<file path="config.mk">
export PLATFORM = sky130hd
export DESIGN_NAME = dma3d_addr_seq
export DESIGN_NICKNAME = d
export VERILOG_FILES = /design/src/rtl/dma3d_pkg.sv /design/src/rtl/dma3d_seq_ctrl.sv /design/src/rtl/dma3d_seq_datapath.sv /design/src/rtl/dma3d_addr_seq.sv
export SDC_FILE = /design/constraint.sdc
export NUM_CORES = 1
export LEC_CHECK = 0
export ABC_AREA = 1
export ABC_CLOCK_PERIOD_IN_PS = 3800
export CAP_MARGIN = 30
export CORE_ASPECT_RATIO = 1.25
export CORE_MARGIN = 8
export CORE_UTILIZATION = 50
export DETAILED_ROUTE_END_ITERATION = 10
export PLACE_DENSITY = 0.74
export SLEW_MARGIN = 10
export SYNTH_ARGS = -nofsm -noshare
export SYNTH_HDL_FRONTEND = slang
export SYNTH_SLANG_ARGS = --single-unit
</file>
<file path="constraint.sdc">
create_clock -name clk -period 3.8 [get_ports clk]
set_input_delay 0.76 -clock clk [delete_from_list [all_inputs] [get_ports clk]]
set_output_delay 0.76 -clock clk [all_outputs]
set_load 0.05 [all_outputs]
</file>
<file path="src/rtl/dma3d_pkg.sv">
package dma3d_pkg;

  typedef enum logic {
    MODE_PER_ARRAY = 1'b0,
    MODE_PER_FRAME = 1'b1
  } syncMode_e;

  typedef enum logic [1:0] {
    ST_IDLE   = 2'd0,
    ST_ACTIVE = 2'd1,
    ST_DONE   = 2'd2
  } seqState_e;

  // strobes from control to datapath; at most one high per cycle
  typedef struct packed {
    logic loadAddr;
    logic stepArray;
    logic stepFrame;
  } stepStrobes_t;

endpackage

</file>
<file path="src/rtl/dma3d_seq_ctrl.sv">
module dma3d_seq_ctrl
  import dma3d_pkg::*;
#(
  parameter int CNT_W = 16
) (
  input  logic         clk,
  input  logic         rst_n,
  input  logic         load,
  input  logic         syncEvt,
  input  logic [CNT_W-1:0] cfgArrayCnt,
  input  logic [CNT_W-1:0] cfgFrameCnt,
  input  syncMode_e    cfgMode,
  input  logic         cfgDoneEn,
  output stepStrobes_t strobes,
  output logic         addrValid,
  output logic         donePulse
);

  seqState_e state, stateNxt;
  syncMode_e modeReg;
  logic      doneEnReg;
  logic [CNT_W-1:0] lastArr, lastFrm;
  logic [CNT_W-1:0] arrPos, frmPos;

  logic isNull, acceptSync, frameEnd, lastFrame, finish;

  assign isNull     = (cfgFrameCnt == '0) || (cfgArrayCnt == '0);
  assign acceptSync = syncEvt && !load && (state == ST_ACTIVE);
  assign frameEnd   = (modeReg == MODE_PER_FRAME) || (arrPos == lastArr);
  assign lastFrame  = (frmPos == lastFrm);
  assign finish     = acceptSync && frameEnd && lastFrame;

  always_comb begin
    strobes           = '0;
    strobes.loadAddr  = load;
    strobes.stepArray = acceptSync && !frameEnd;
    strobes.stepFrame = acceptSync && frameEnd && !lastFrame;
  end

  always_comb begin
    stateNxt = state;
    if (load)        stateNxt = isNull ? ST_DONE : ST_ACTIVE;
    else if (finish) stateNxt = ST_DONE;
  end

  always_ff @(posedge clk or negedge rst_n) begin
    if (!rst_n) begin
      state     <= ST_IDLE;
      modeReg   <= MODE_PER_ARRAY;
      doneEnReg <= 1'b0;
      lastArr   <= '0;
      lastFrm   <= '0;
      arrPos    <= '0;
      frmPos    <= '0;
      donePulse <= 1'b0;
    end else begin
      state     <= stateNxt;
      donePulse <= 1'b0;
      if (load) begin
        modeReg   <= cfgMode;
        doneEnReg <= cfgDoneEn;
        lastArr   <= cfgArrayCnt - 1'b1;
        lastFrm   <= cfgFrameCnt - 1'b1;
        arrPos    <= '0;
        frmPos    <= '0;
        donePulse <= isNull && cfgDoneEn;
      end else if (acceptSync) begin
        if (!frameEnd) begin
          arrPos <= arrPos + 1'b1;
        end else if (!lastFrame) begin
          arrPos <= '0;
          frmPos <= frmPos + 1'b1;
        end else begin
          donePulse <= doneEnReg;
        end
      end
    end
  end

  assign addrValid = (state == ST_ACTIVE);

  // completion indication never lasts two cycles without a reload
  p_done_single_r6: assert property (@(posedge clk) disable iff (!rst_n)
    donePulse && !load |=> !donePulse);

  // no pulse when the captured enable is low
  p_done_gated_r8: assert property (@(posedge clk) disable iff (!rst_n)
    donePulse |-> doneEnReg);

  // a pulse can only follow a load or the final sync
  p_no_early_done_r6: assert property (@(posedge clk) disable iff (!rst_n)
    addrValid && !syncEvt && !load |=> !donePulse);

  // syncs outside an active transfer change nothing
  p_sync_ignored_r9: assert property (@(posedge clk) disable iff (!rst_n)
    !addrValid && syncEvt && !load |=> !addrValid && !donePulse);

  // a real load always yields a live address and no pulse
  p_load_restart_r10: assert property (@(posedge clk) disable iff (!rst_n)
    load && !isNull |=> addrValid && !donePulse);

  // position counters stay inside the loaded bounds
  p_pos_bound_r3: assert property (@(posedge clk) disable iff (!rst_n)
    addrValid |-> (arrPos <= lastArr) && (frmPos <= lastFrm));

endmodule

</file>
<file path="src/rtl/dma3d_seq_datapath.sv">
module dma3d_seq_datapath
  import dma3d_pkg::*;
#(
  parameter int ADDR_W = 32,
  parameter int IDX_W  = 16
) (
  input  logic              clk,
  input  logic              rst_n,
  input  logic [ADDR_W-1:0] cfgStart,
  input  logic [IDX_W-1:0]  cfgArrayIdx,
  input  logic [IDX_W-1:0]  cfgFrameIdx,
  input  stepStrobes_t      strobes,
  output logic [ADDR_W-1:0] curAddr
);

  localparam int EXT_W = ADDR_W - IDX_W;

  logic [ADDR_W-1:0] arrStride, frmStride;
  logic [ADDR_W-1:0] addend;

  // one shared adder; the strobe picks the stride
  assign addend = strobes.stepFrame ? frmStride : arrStride;

  always_ff @(posedge clk or negedge rst_n) begin
    if (!rst_n) begin
      curAddr   <= '0;
      arrStride <= '0;
      frmStride <= '0;
    end else if (strobes.loadAddr) begin
      curAddr   <= cfgStart;
      arrStride <= {{EXT_W{cfgArrayIdx[IDX_W-1]}}, cfgArrayIdx};
      frmStride <= {{EXT_W{cfgFrameIdx[IDX_W-1]}}, cfgFrameIdx};
    end else if (strobes.stepArray || strobes.stepFrame) begin
      curAddr <= curAddr + addend;
    end
  end

  // control never requests two moves in one cycle
  p_one_strobe_r10: assert property (@(posedge clk) disable iff (!rst_n)
    $onehot0({strobes.loadAddr, strobes.stepArray, strobes.stepFrame}));

  // without a strobe the address holds
  p_hold_addr_r9: assert property (@(posedge clk) disable iff (!rst_n)
    !strobes.loadAddr && !strobes.stepArray && !strobes.stepFrame |=> $stable(curAddr));

endmodule

</file>
<file path="src/rtl/dma3d_addr_seq.sv">
module dma3d_addr_seq
  import dma3d_pkg::*;
#(
  parameter int ADDR_W = 32,
  parameter int IDX_W  = 16,
  parameter int CNT_W  = 16
) (
  input  logic              clk,
  input  logic              rst_n,
  input  logic              load,
  input  logic [ADDR_W-1:0] cfgStart,
  input  logic [IDX_W-1:0]  cfgArrayIdx,
  input  logic [IDX_W-1:0]  cfgFrameIdx,
  input  logic [CNT_W-1:0]  cfgArrayCnt,
  input  logic [CNT_W-1:0]  cfgFrameCnt,
  input  logic              cfgFrameMode,
  input  logic              cfgDoneEn,
  input  logic              syncEvt,
  output logic [ADDR_W-1:0] curAddr,
  output logic              addrValid,
  output logic              donePulse
);

  stepStrobes_t strobes;

  dma3d_seq_ctrl #(.CNT_W(CNT_W)) u_ctrl (
    .clk         (clk),
    .rst_n       (rst_n),
    .load        (load),
    .syncEvt     (syncEvt),
    .cfgArrayCnt (cfgArrayCnt),
    .cfgFrameCnt (cfgFrameCnt),
    .cfgMode     (syncMode_e'(cfgFrameMode)),
    .cfgDoneEn   (cfgDoneEn),
    .strobes     (strobes),
    .addrValid   (addrValid),
    .donePulse   (donePulse)
  );

  dma3d_seq_datapath #(.ADDR_W(ADDR_W), .IDX_W(IDX_W)) u_dp (
    .clk         (clk),
    .rst_n       (rst_n),
    .cfgStart    (cfgStart),
    .cfgArrayIdx (cfgArrayIdx),
    .cfgFrameIdx (cfgFrameIdx),
    .strobes     (strobes),
    .curAddr     (curAddr)
  );

endmodule

</file>
==> results.py, run 1 <==
metrics = {
    "yosys": {
        "synth.top_cell.area_share": 0.371,
        "async_flop_share": 1.00,
        "synth_most_common_cell": "nand2_1",
        "synth_top_family_by_area": "simple AND/OR/NAND/NOR gates",
        "synth_flop_cell": "dfrtp_1",
        "ys_seq_area_frac": 0.371,
        "synth_simple_gate_area_frac": 0.302,
        "syn_area_um2": 8970,
        "synth_nets": 1440,
        "synthAdderAreaFrac": 0.0538,
        "synth_edf_count": 0,
        "synth.area.mux_share": 0,
        "ys_ff_latch": 133,
        "synth_compound_area_frac": 0.144,
        "synthTopCellsByCount": "nand2_1, nor2_1, inv_1, dfrtp_1, o21ai_0",
        "synth_area_leaders": "dfrtp_1, nand2_1, nor2_1, o21ai_0, inv_1",
        "postSynthAreaPerCell_um2": 6.90,
        "synth-xor-area-share": 0.0430,
        "yosys_warnings": 0,
        "yosysTopAreaCell": "dfrtp_1",
        "synthDistinctLibCells": 49,
        "postSynthCellCount": 1300,
    },
    "route": {
        "via_count": 9025,
        "drt-total-wl_um": 25100,
        "post_drt_wl_per_cell_um": 14.5,
        "drtIter0Drc": 530,
        "viasPerCell": 5.23,
        "drc": 0,
        "ant_nets": 0,
        "first_pass_iters": 5,
    },
    "clock_tree": {
        "clk_pin_slew_ns": 0.06,
        "clockBufferDepth": 2,
        "cts-root-buf": "clkbuf_16",
        "cts_tree": "yes",
        "cts_made_buffers": 17,
        "h-tree-depth": 4,
        "cts.sinks": 133,
        "clkLatencyLatePin_ns": 0.42,
    },
    "die": {
        "fp.coreArea_um2": 17800,
        "dieWidth_um": 136,
        "row_count": 55,
        "start_util": 0.503,
        "die_h_um": 166,
        "dieArea_um2": 22500,
        "io_pins": 136,
    },
    "run": {
        "max_cap_violations": 0,
    },
    "setup_path": {
        "endpoint_kind": "register",
        "cp_max_fo": 16,
        "worstSetupStartpointType": "input port",
        "crit_type": "in -> reg",
        "worstPathArrival_ns": 3.83,
        "crit_required_ns": 4.12,
        "r2r_slack_ns": 0.32,
    },
    "global_route": {
        "grt_overflow": 0,
        "met2_usage": 0.392,
        "grt_pass1_wl_um": 41800,
        "grt_util_met1": 0.274,
        "grt_pass1_vias": 8962,
        "grt_max_degree": 91,
        "antenna_found_initial": 0,
        "grt_busiest_layer": "met2",
        "track_usage": 0.227,
        "use_met3": 0.0406,
    },
    "final_layout": {
        "layout-drive-gt1-share": 0.0874,
        "final_net_count": 1626,
        "area_delta_synth_final_pct": 29.4,
        "nFillCells": 1616,
        "diodes": 0,
        "layout.cells.non_filler": 1727,
        "design_area_um2": 11600,
    },
    "place": {
        "finalWeightedCongestion": 0.957,
        "portBuffers": 135,
        "hpwl_um": 19000,
        "place_inst": 1694,
        "post_dp_cell_area_um2": 11000,
    },
    "pwr": {
        "ir_drop_uv": 311,
        "power.leakage_nw": 5.59,
        "p_per_area_nw_per_um2": 514,
    },
    "hold_path": {
        "hold_class": "in -> async",
    },
    "sta": {
        "whs_ns": 0.404,
        "rsz0062_at_grt": "false",
        "finalSetupTns_ns": 0,
        "min_period_over_period": 0.924,
        "hold_viol": 0,
        "fmax_mhz": 285,
        "setup_viol": 0,
        "period_minus_slack_ns": 3.51,
        "skew_ns": 0.0107,
        "slew-limit-headroom": 0.456,
        "max_slew.worst_pin.slew_ns": 0.816,
        "report.final.slew_viol_count": 0,
    },
    "status": {
        "status": "completed",
    },
}
sequential cells by signal, indices dropped and copies added, names as in the netlist:
signal            count
u_ctrl.modeReg        1
u_ctrl.lastArr       16
u_ctrl.frmPos        16
u_dp.curAddr         32
u_dp.frmStride       16
u_ctrl.doneEnReg      1
u_dp.arrStride       16
u_ctrl.lastFrm       16
u_ctrl.state          2
u_ctrl.arrPos        16
u_ctrl.donePulse      1
worst max-delay path, cell delays in order:
cell	delay, ns
clkdlybuf4s50_1	0.46
nand3_1	0.14
a21oi_2	0.23
nand2_4	0.11
buf_4	0.18
nand2_1	0.07
nand2_1	0.09
buf_12	0.17
ha_1	0.40
inv_1	0.09
nor3_1	0.39
nand4_1	0.13
or2_1	0.31
nand3_1	0.09
nand3_1	0.08
nand2_1	0.08
nand2_1	0.04
layer usage:
metal / vias to the layer above / part of all wire
met3: 45 / 0.045
met5: - / 0
li1: 4571 / -
met4: 0 / 0.024
met1: 4164 / 0.43
met2: 245 / 0.50
layout make-up:
class	instances	area (um^2)	share of cell area
inverters	153	582	0.0501
multi-input cells	978	4890	0.421
flip-flops and latches	133	3330	0.287
clock inverters	12	153	0.0131
repair buffers	203	1920	0.165
clock buffers	20	447	0.0385
well taps	228	285	0.0246
cell families after synthesis:
kind of cell             Yosys count
buffers and inverters            189
adder cells (fa/ha/maj)           38
XOR/XNOR                          44
AO/OA/AOI/OAI                    237
flip-flops                       133
AND/OR/NAND/NOR                  659
path summary, 6_finish.rpt:
kind | startpoint | end | depth (start not counted)
hold / removal | rst_n | u_ctrl.state[0] | 1
min in group clk | u_dp.arrStride[8] | u_dp.arrStride[8] | 2
setup / recovery | syncEvt | u_dp.curAddr[30] | 17
setup reg to reg | u_ctrl.arrPos[13] | u_dp.curAddr[30] | 20
max in group asynchronous | rst_n | u_dp.curAddr[29] | 2
hold reg to reg | u_dp.arrStride[8] | u_dp.arrStride[8] | 2
stage by stage:
stage               power (mW)  setup slack [ns]   util
detailed placement        4.26            -0.151  0.616
global route              6.32            0.0104  0.651
floorplan                 3.24             0.158      -
CTS                       5.97             0.248  0.650
finish                    5.97             0.288  0.651
global placement          4.23            -0.146  0.614
power by group:
group / switching, mW / internal [mW] / total (mW)
Combinational: 1.49 / 1.04 / 2.53
Sequential: 0.152 / 1.58 / 1.74
Clock: 0.651 / 1.05 / 1.70
Total: 2.29 / 3.67 / 5.97
cell usage in the layout (no fill, tap or decap), types with 10 or more instances in the layout:
cell and n:
xor2_1 35, nand2_1 388, a21oi_1 59, nand4_1 14
nor3_1 16, buf_4 65, nor2_1 160, dfrtp_1 130
clkdlybuf4s50_1 133, a31oi_1 15, o21ai_1 10, nand3_1 50
inv_1 146, clkbuf_16 17, ha_1 37, o21ai_0 119
timing repair:
item                                    CTS  global route
gates resized for setup                   0            10
setup buffers                             0             1
endpoints found under the setup margin    0             5
hold buffers                              0             0
No activity file was read; power rests on OpenSTA's default activity.
==> run 2: changes to the inputs <==
- CORE_UTILIZATION: 50 -> 49
- PLACE_DENSITY: 0.74 -> 0.72
==> run 2 against run 1 <==
Clock skew is essentially flat; highest routed layer unchanged; global-route usage is 0.27 points lower; critical path type is now reg -> reg; combinational power is essentially flat; critical endpoint unchanged.
==> results.py, run 2 (synthesis gave the netlist of run 1 again) <==
metrics = {
    "place": {
        "finalWeightedCongestion": 0.937,
        "post_dp_cell_area_um2": 11000,
        "hpwl_um": 19400,
        "portBuffers": 135,
    },
    "pwr": {
        "power.leakage_nw": 5.66,
        "p_seq_frac": 0.288,
        "combPwrFrac": 0.427,
        "p_switching_mw": 2.34,
        "p_sw_frac": 0.389,
        "ir_drop_uv": 342,
        "power.internal_mw": 3.67,
        "clkPwrFrac": 0.285,
        "p_per_area_nw_per_um2": 514,
    },
    "run": {
        "max_cap_violations": 0,
    },
    "sta": {
        "min_period_over_period": 0.921,
        "hold_viol": 0,
        "fmax_mhz": 286,
        "period_minus_slack_ns": 3.50,
        "slew-limit-headroom": 0.499,
        "setup_viol": 0,
        "report.final.slew_viol_count": 0,
        "skew_ns": 0.0104,
        "max_slew.worst_pin.slew_ns": 0.751,
        "finalSetupTns_ns": 0,
    },
    "clock_tree": {
        "clk_pin_slew_ns": 0.06,
        "cts-root-buf": "clkbuf_16",
        "cts_tree": "yes",
        "cts.sinks": 133,
        "h-tree-depth": 4,
        "hold_buffers": 0,
        "cts_made_buffers": 17,
        "clkLatencyLatePin_ns": 0.43,
        "clockBufferDepth": 2,
    },
    "route": {
        "drt-total-wl_um": 25600,
        "ant_nets": 0,
        "via_count": 9039,
        "drtIter0Drc": 694,
        "first_pass_iters": 5,
        "post_drt_wl_per_cell_um": 14.7,
        "drc": 0,
        "viasPerCell": 5.19,
    },
    "setup_path": {
        "worstPathArrival_ns": 3.82,
        "cp_max_fo": 8,
        "crit_type": "reg -> reg",
        "worstSetupStartpointType": "register",
        "endpoint_kind": "register",
        "crit_required_ns": 4.12,
    },
    "final_layout": {
        "largest_reg_flops": 32,
        "layout-drive-gt1-share": 0.0979,
        "most-common-layout-cells": "nand2_1, nor2_1, inv_1",
        "area_delta_synth_final_pct": 30.3,
        "final_net_count": 1640,
        "nFillCells": 1636,
        "largest-register": "u_dp.curAddr",
        "design_area_um2": 11700,
        "seqCellArea_um2": 3330,
        "diodes": 0,
        "final_common_cell": "nand2_1",
        "multi_input_area_um2": 4890,
    },
    "die": {
        "row_count": 55,
        "start_util": 0.498,
        "fp.coreArea_um2": 18000,
        "dieWidth_um": 137,
        "dieArea_um2": 22900,
        "die_h_um": 167,
        "io_pins": 136,
    },
    "global_route": {
        "grt_pass1_vias": 8870,
        "grt_pass1_wl_um": 41500,
        "grt_overflow": 0,
        "grt_max_degree": 87,
        "antenna_found_initial": 0,
        "track_usage": 0.224,
    },
    "hold_path": {
        "hold_class": "in -> async",
    },
    "status": {
        "status": "completed",
    },
}
run 2: cell count changes in the layout (fill, tap and decap cells not counted), sizes merged:
| cell | change |
|---|---|
| clkinvlp | -1 |
| clkbuf | -3 |
| clkinv | +1 |
| buf | +14 |
| inv | +2 |
run 2: area by class of cell:
type,count,area share
well taps,228,0.0244
repair buffers,217,0.171
clock buffers,17,0.0364
inverters,153,0.0498
multi-input cells,978,0.418
clock inverters,14,0.0150
flip-flops and latches,133,0.285
run 2: repair_timing:
action	4_1_cts	5_1_grt
setup endpoints to repair	0	10
setup buffers	0	6
gates resized for setup	0	11
run 2: worst paths after layout:
kind                                         from                 to  slack, ns  cells past startpoint
min in group clk                u_dp.arrStride[4]  u_dp.arrStride[4]       0.48                      2
worst max register to register   u_ctrl.frmPos[9]   u_dp.curAddr[30]       0.30                     26
worst min register to register  u_dp.arrStride[4]  u_dp.arrStride[4]       0.48                      2
worst max-delay path             u_ctrl.frmPos[9]   u_dp.curAddr[30]       0.30                     26
worst min-delay path                        rst_n  u_ctrl.lastFrm[9]       0.36                      1
max in group asynchronous                   rst_n   u_ctrl.arrPos[7]       2.64                      2
run 2: critical path, stage by stage (launching register included):
cell	delay, ns
dfrtp_2	0.42
inv_1	0.09
nand2_1	0.06
nand2_1	0.05
nor2_1	0.11
nand2_1	0.10
nor2_4	0.16
a21oi_2	0.09
nand2_4	0.13
buf_4	0.15
nand2_1	0.04
o21ai_0	0.08
ha_2	0.21
inv_1	0.05
fa_1	0.37
inv_2	0.09
nand3_1	0.08
nand2_1	0.10
a21boi_1	0.11
o21ai_1	0.14
buf_4	0.15
a21oi_1	0.08
or2_1	0.24
nand3_1	0.07
nand3_1	0.09
nand2_1	0.08
nand2_1	0.04
run 2: metrics by stage:
step                hold WS [ns]  instances  power (mW)  utilization  setup WS [ns]
floorplan                  0.442       1300        3.24            -          0.158
global placement           0.458       1702        4.26        0.610       -0.00784
detailed placement         0.464       1703        4.29        0.611        -0.0733
CTS                        0.392       1734        6.02        0.645          0.270
global route               0.415       1740        6.37        0.648       -0.00718
finish                     0.364       1740        6.01        0.648          0.301
run 2: metal layers:
layer  GRT usage  part of all wire  up-vias
met2       0.391              0.50      263
met1       0.265              0.42     4120
li1            -                 -     4607
met4      0.0829             0.024        0
met5           0                 0        -
met3      0.0425             0.055       49
run 2: power by group through the flow:
stage | Clock (mW) | Sequential [mW] | Combinational, mW
after floorplan | 0 | 2.06 | 1.18
after global routing | 1.80 | 1.75 | 2.82
after global placement | 0 | 1.75 | 2.50
final | 1.71 | 1.73 | 2.56
after CTS | 1.73 | 1.73 | 2.55
after detailed placement | 0 | 1.76 | 2.53
==> run 3: changes to the inputs <==
- CELL_PAD_IN_SITES_DETAIL_PLACEMENT: not set -> 1
- CELL_PAD_IN_SITES_GLOBAL_PLACEMENT: not set -> 2
- CORE_UTILIZATION: 49 -> 31
- GPL_TIMING_DRIVEN: not set -> 0
- PLACE_DENSITY: 0.72 -> 0.81
==> run 3 against run 2 <==
First-iteration DRC count shrank 42%; cell count grew 6.1%; utilization shrank 24 points; die area grew 51%; register-to-register slack lost 0.10 ns; routed wire length grew 35%; sequential power is essentially flat; critical path depth shrank 3; worst hold slack lost 0.18 ns; combinational power shrank 2%; critical path type is now in -> reg.
==> results.py, run 3 (synthesis gave the netlist of run 1 again) <==
metrics = {
    "route": {
        "ant_nets": 0,
        "drc": 0,
        "viasPerCell": 4.93,
        "drtIter0Drc": 405,
        "first_pass_iters": 4,
        "post_drt_wl_per_cell_um": 18.7,
        "drt-total-wl_um": 34600,
        "via_count": 9109,
    },
    "global_route": {
        "grt_overflow": 0,
        "track_usage": 0.206,
        "grt_pass1_wl_um": 55000,
        "grt_pass1_vias": 9944,
        "antenna_found_initial": 0,
        "grt_max_degree": 104,
    },
    "die": {
        "dieWidth_um": 168,
        "row_count": 69,
        "start_util": 0.315,
        "die_h_um": 206,
        "fp.coreArea_um2": 28500,
        "dieArea_um2": 34700,
        "io_pins": 136,
    },
    "pwr": {
        "p_total_mw": 5.82,
        "ir_drop_uv": 197,
        "p_per_area_nw_per_um2": 494,
        "power.leakage_nw": 5.52,
    },
    "final_layout": {
        "layout-drive-gt1-share": 0.0945,
        "utilization": 0.413,
        "most-common-layout-cells": "nand2_1, nor2_1, inv_1",
        "final_net_count": 1624,
        "largest-register": "u_dp.curAddr",
        "area_delta_synth_final_pct": 31.2,
        "final_common_cell": "nand2_1",
        "largest_reg_flops": 32,
        "diodes": 0,
    },
    "setup_path": {
        "worstPathArrival_ns": 4.01,
        "crit_required_ns": 4.16,
        "cp_max_fo": 10,
        "crit_type": "in -> reg",
        "endpoint_kind": "register",
        "worstSetupStartpointType": "input port",
    },
    "clock_tree": {
        "cts.sinks": 133,
        "cts_made_buffers": 17,
        "h-tree-depth": 4,
        "hold_buffers": 0,
        "clkLatencyLatePin_ns": 0.43,
        "clk_pin_slew_ns": 0.06,
        "clockBufferDepth": 2,
        "cts-root-buf": "clkbuf_16",
        "cts_tree": "yes",
    },
    "status": {
        "status": "completed",
    },
    "sta": {
        "fmax_mhz": 274,
        "slew-limit-headroom": 0.331,
        "setup_viol": 0,
        "min_period_over_period": 0.962,
        "skew_ns": 0.0109,
        "period_minus_slack_ns": 3.66,
        "report.final.slew_viol_count": 0,
        "rsz0062_at_grt": "true",
        "max_slew.worst_pin.slew_ns": 1.00,
        "layout_setup_ws_ns": 0.144,
        "hold_viol": 0,
    },
    "place": {
        "finalWeightedCongestion": 0.881,
        "hpwl_um": 27200,
        "pre_cts_ws_ns": -1.31,
        "portBuffers": 135,
    },
    "run": {
        "max_cap_violations": 0,
    },
    "hold_path": {
        "hold_class": "in -> async",
    },
}
==> run 3: cell types whose count changed in the layout (fill, tap and decap cells not counted), sizes merged <==
| cell | previous run | this run |
|---|---|---|
| inv | 155 | 152 |
| clkinv | 6 | 2 |
| bufinv | 3 | 1 |
| buf | 84 | 47 |
| clkbuf | 17 | 43 |
| clkinvlp | 3 | 2 |
| dlymetal6s2s | 0 | 1 |
==> run 3: final cells by class <==
| cell class | instances | area (um^2) |
|---|---|---|
| Fill cell | 3633 | 16700 |
| Multi-Input combinational cell | 978 | 5030 |
| Sequential cell | 133 | 3340 |
| Timing Repair Buffer | 165 | 1610 |
| Inverter | 153 | 581 |
| Clock buffer | 23 | 488 |
| Tap cell | 355 | 444 |
| Buffer | 36 | 231 |
| Clock inverter | 4 | 50.0 |
==> run 3: metal layers <==
layer / vias to the layer above / routed length (um) / GRT usage
met5: - / 0 / 0
met4: 0 / 704 / 0.0642
met3: 37 / 1190 / 0.0352
met2: 146 / 18200 / 0.385
met1: 4378 / 14500 / 0.235
li1: 4548 / - / -
==> run 3: worst paths after layout <==
| path | from | end | slack [ns] | cells after the start |
|---|---|---|---|---|
| setup / recovery | syncEvt | u_dp.curAddr[22] | 0.14 | 23 |
| hold / removal | rst_n | u_dp.curAddr[7] | 0.18 | 1 |
| setup reg to reg | u_ctrl.frmPos[0] | u_dp.curAddr[22] | 0.20 | 28 |
| hold reg to reg | u_dp.arrStride[1] | u_dp.arrStride[1] | 0.47 | 2 |
| max in group asynchronous | rst_n | u_ctrl.arrPos[9] | 2.76 | 2 |
| min in group clk | u_dp.arrStride[1] | u_dp.arrStride[1] | 0.47 | 2 |
==> run 3: metrics by stage <==
stage	hold WS [ns]	instance area [um^2]	setup TNS [ns]	instances
4_1_cts	0.181	11500	0	1833
2_1_floorplan	0.442	8970	0	1300
5_1_grt	0.194	11800	-0.0430	1847
6_report	0.183	11800	0	1847
3_5_place_dp	0.459	10800	-23.47	1791
3_3_place_gp	0.456	10800	-536.97	1790
==> run 3: critical path, cell delays in order <==
cell and delay, ns:
clkdlybuf4s50_1 0.50, nand3_2 0.13, a21oi_4 0.18, nand2_4 0.08, buf_12 0.15, buf_8 0.14
o21ai_2 0.11, ha_2 0.19, inv_1 0.05, fa_1 0.38, inv_2 0.09, nand3_1 0.08
nand2_2 0.13, a21boi_4 0.08, o21ai_2 0.17, buf_6 0.14, nand2_1 0.06, nand2_2 0.10
nand2_2 0.07, a21o_1 0.17, nand2_1 0.05, nand2_1 0.07, a21oi_2 0.15
==> run 3: repair_timing <==
item / CTS / global route
resized for setup: 31 / 51
endpoints found under the setup margin: 25 / 20
buffers inserted: 15 / 14
pin swaps: 9 / 10
==> run 3: where the power goes <==
part | switching, mW | total, mW | internal [mW]
registers | 0.152 | 1.74 | 1.58
clock network | 0.624 | 1.57 | 0.949
logic | 1.61 | 2.51 | 0.901
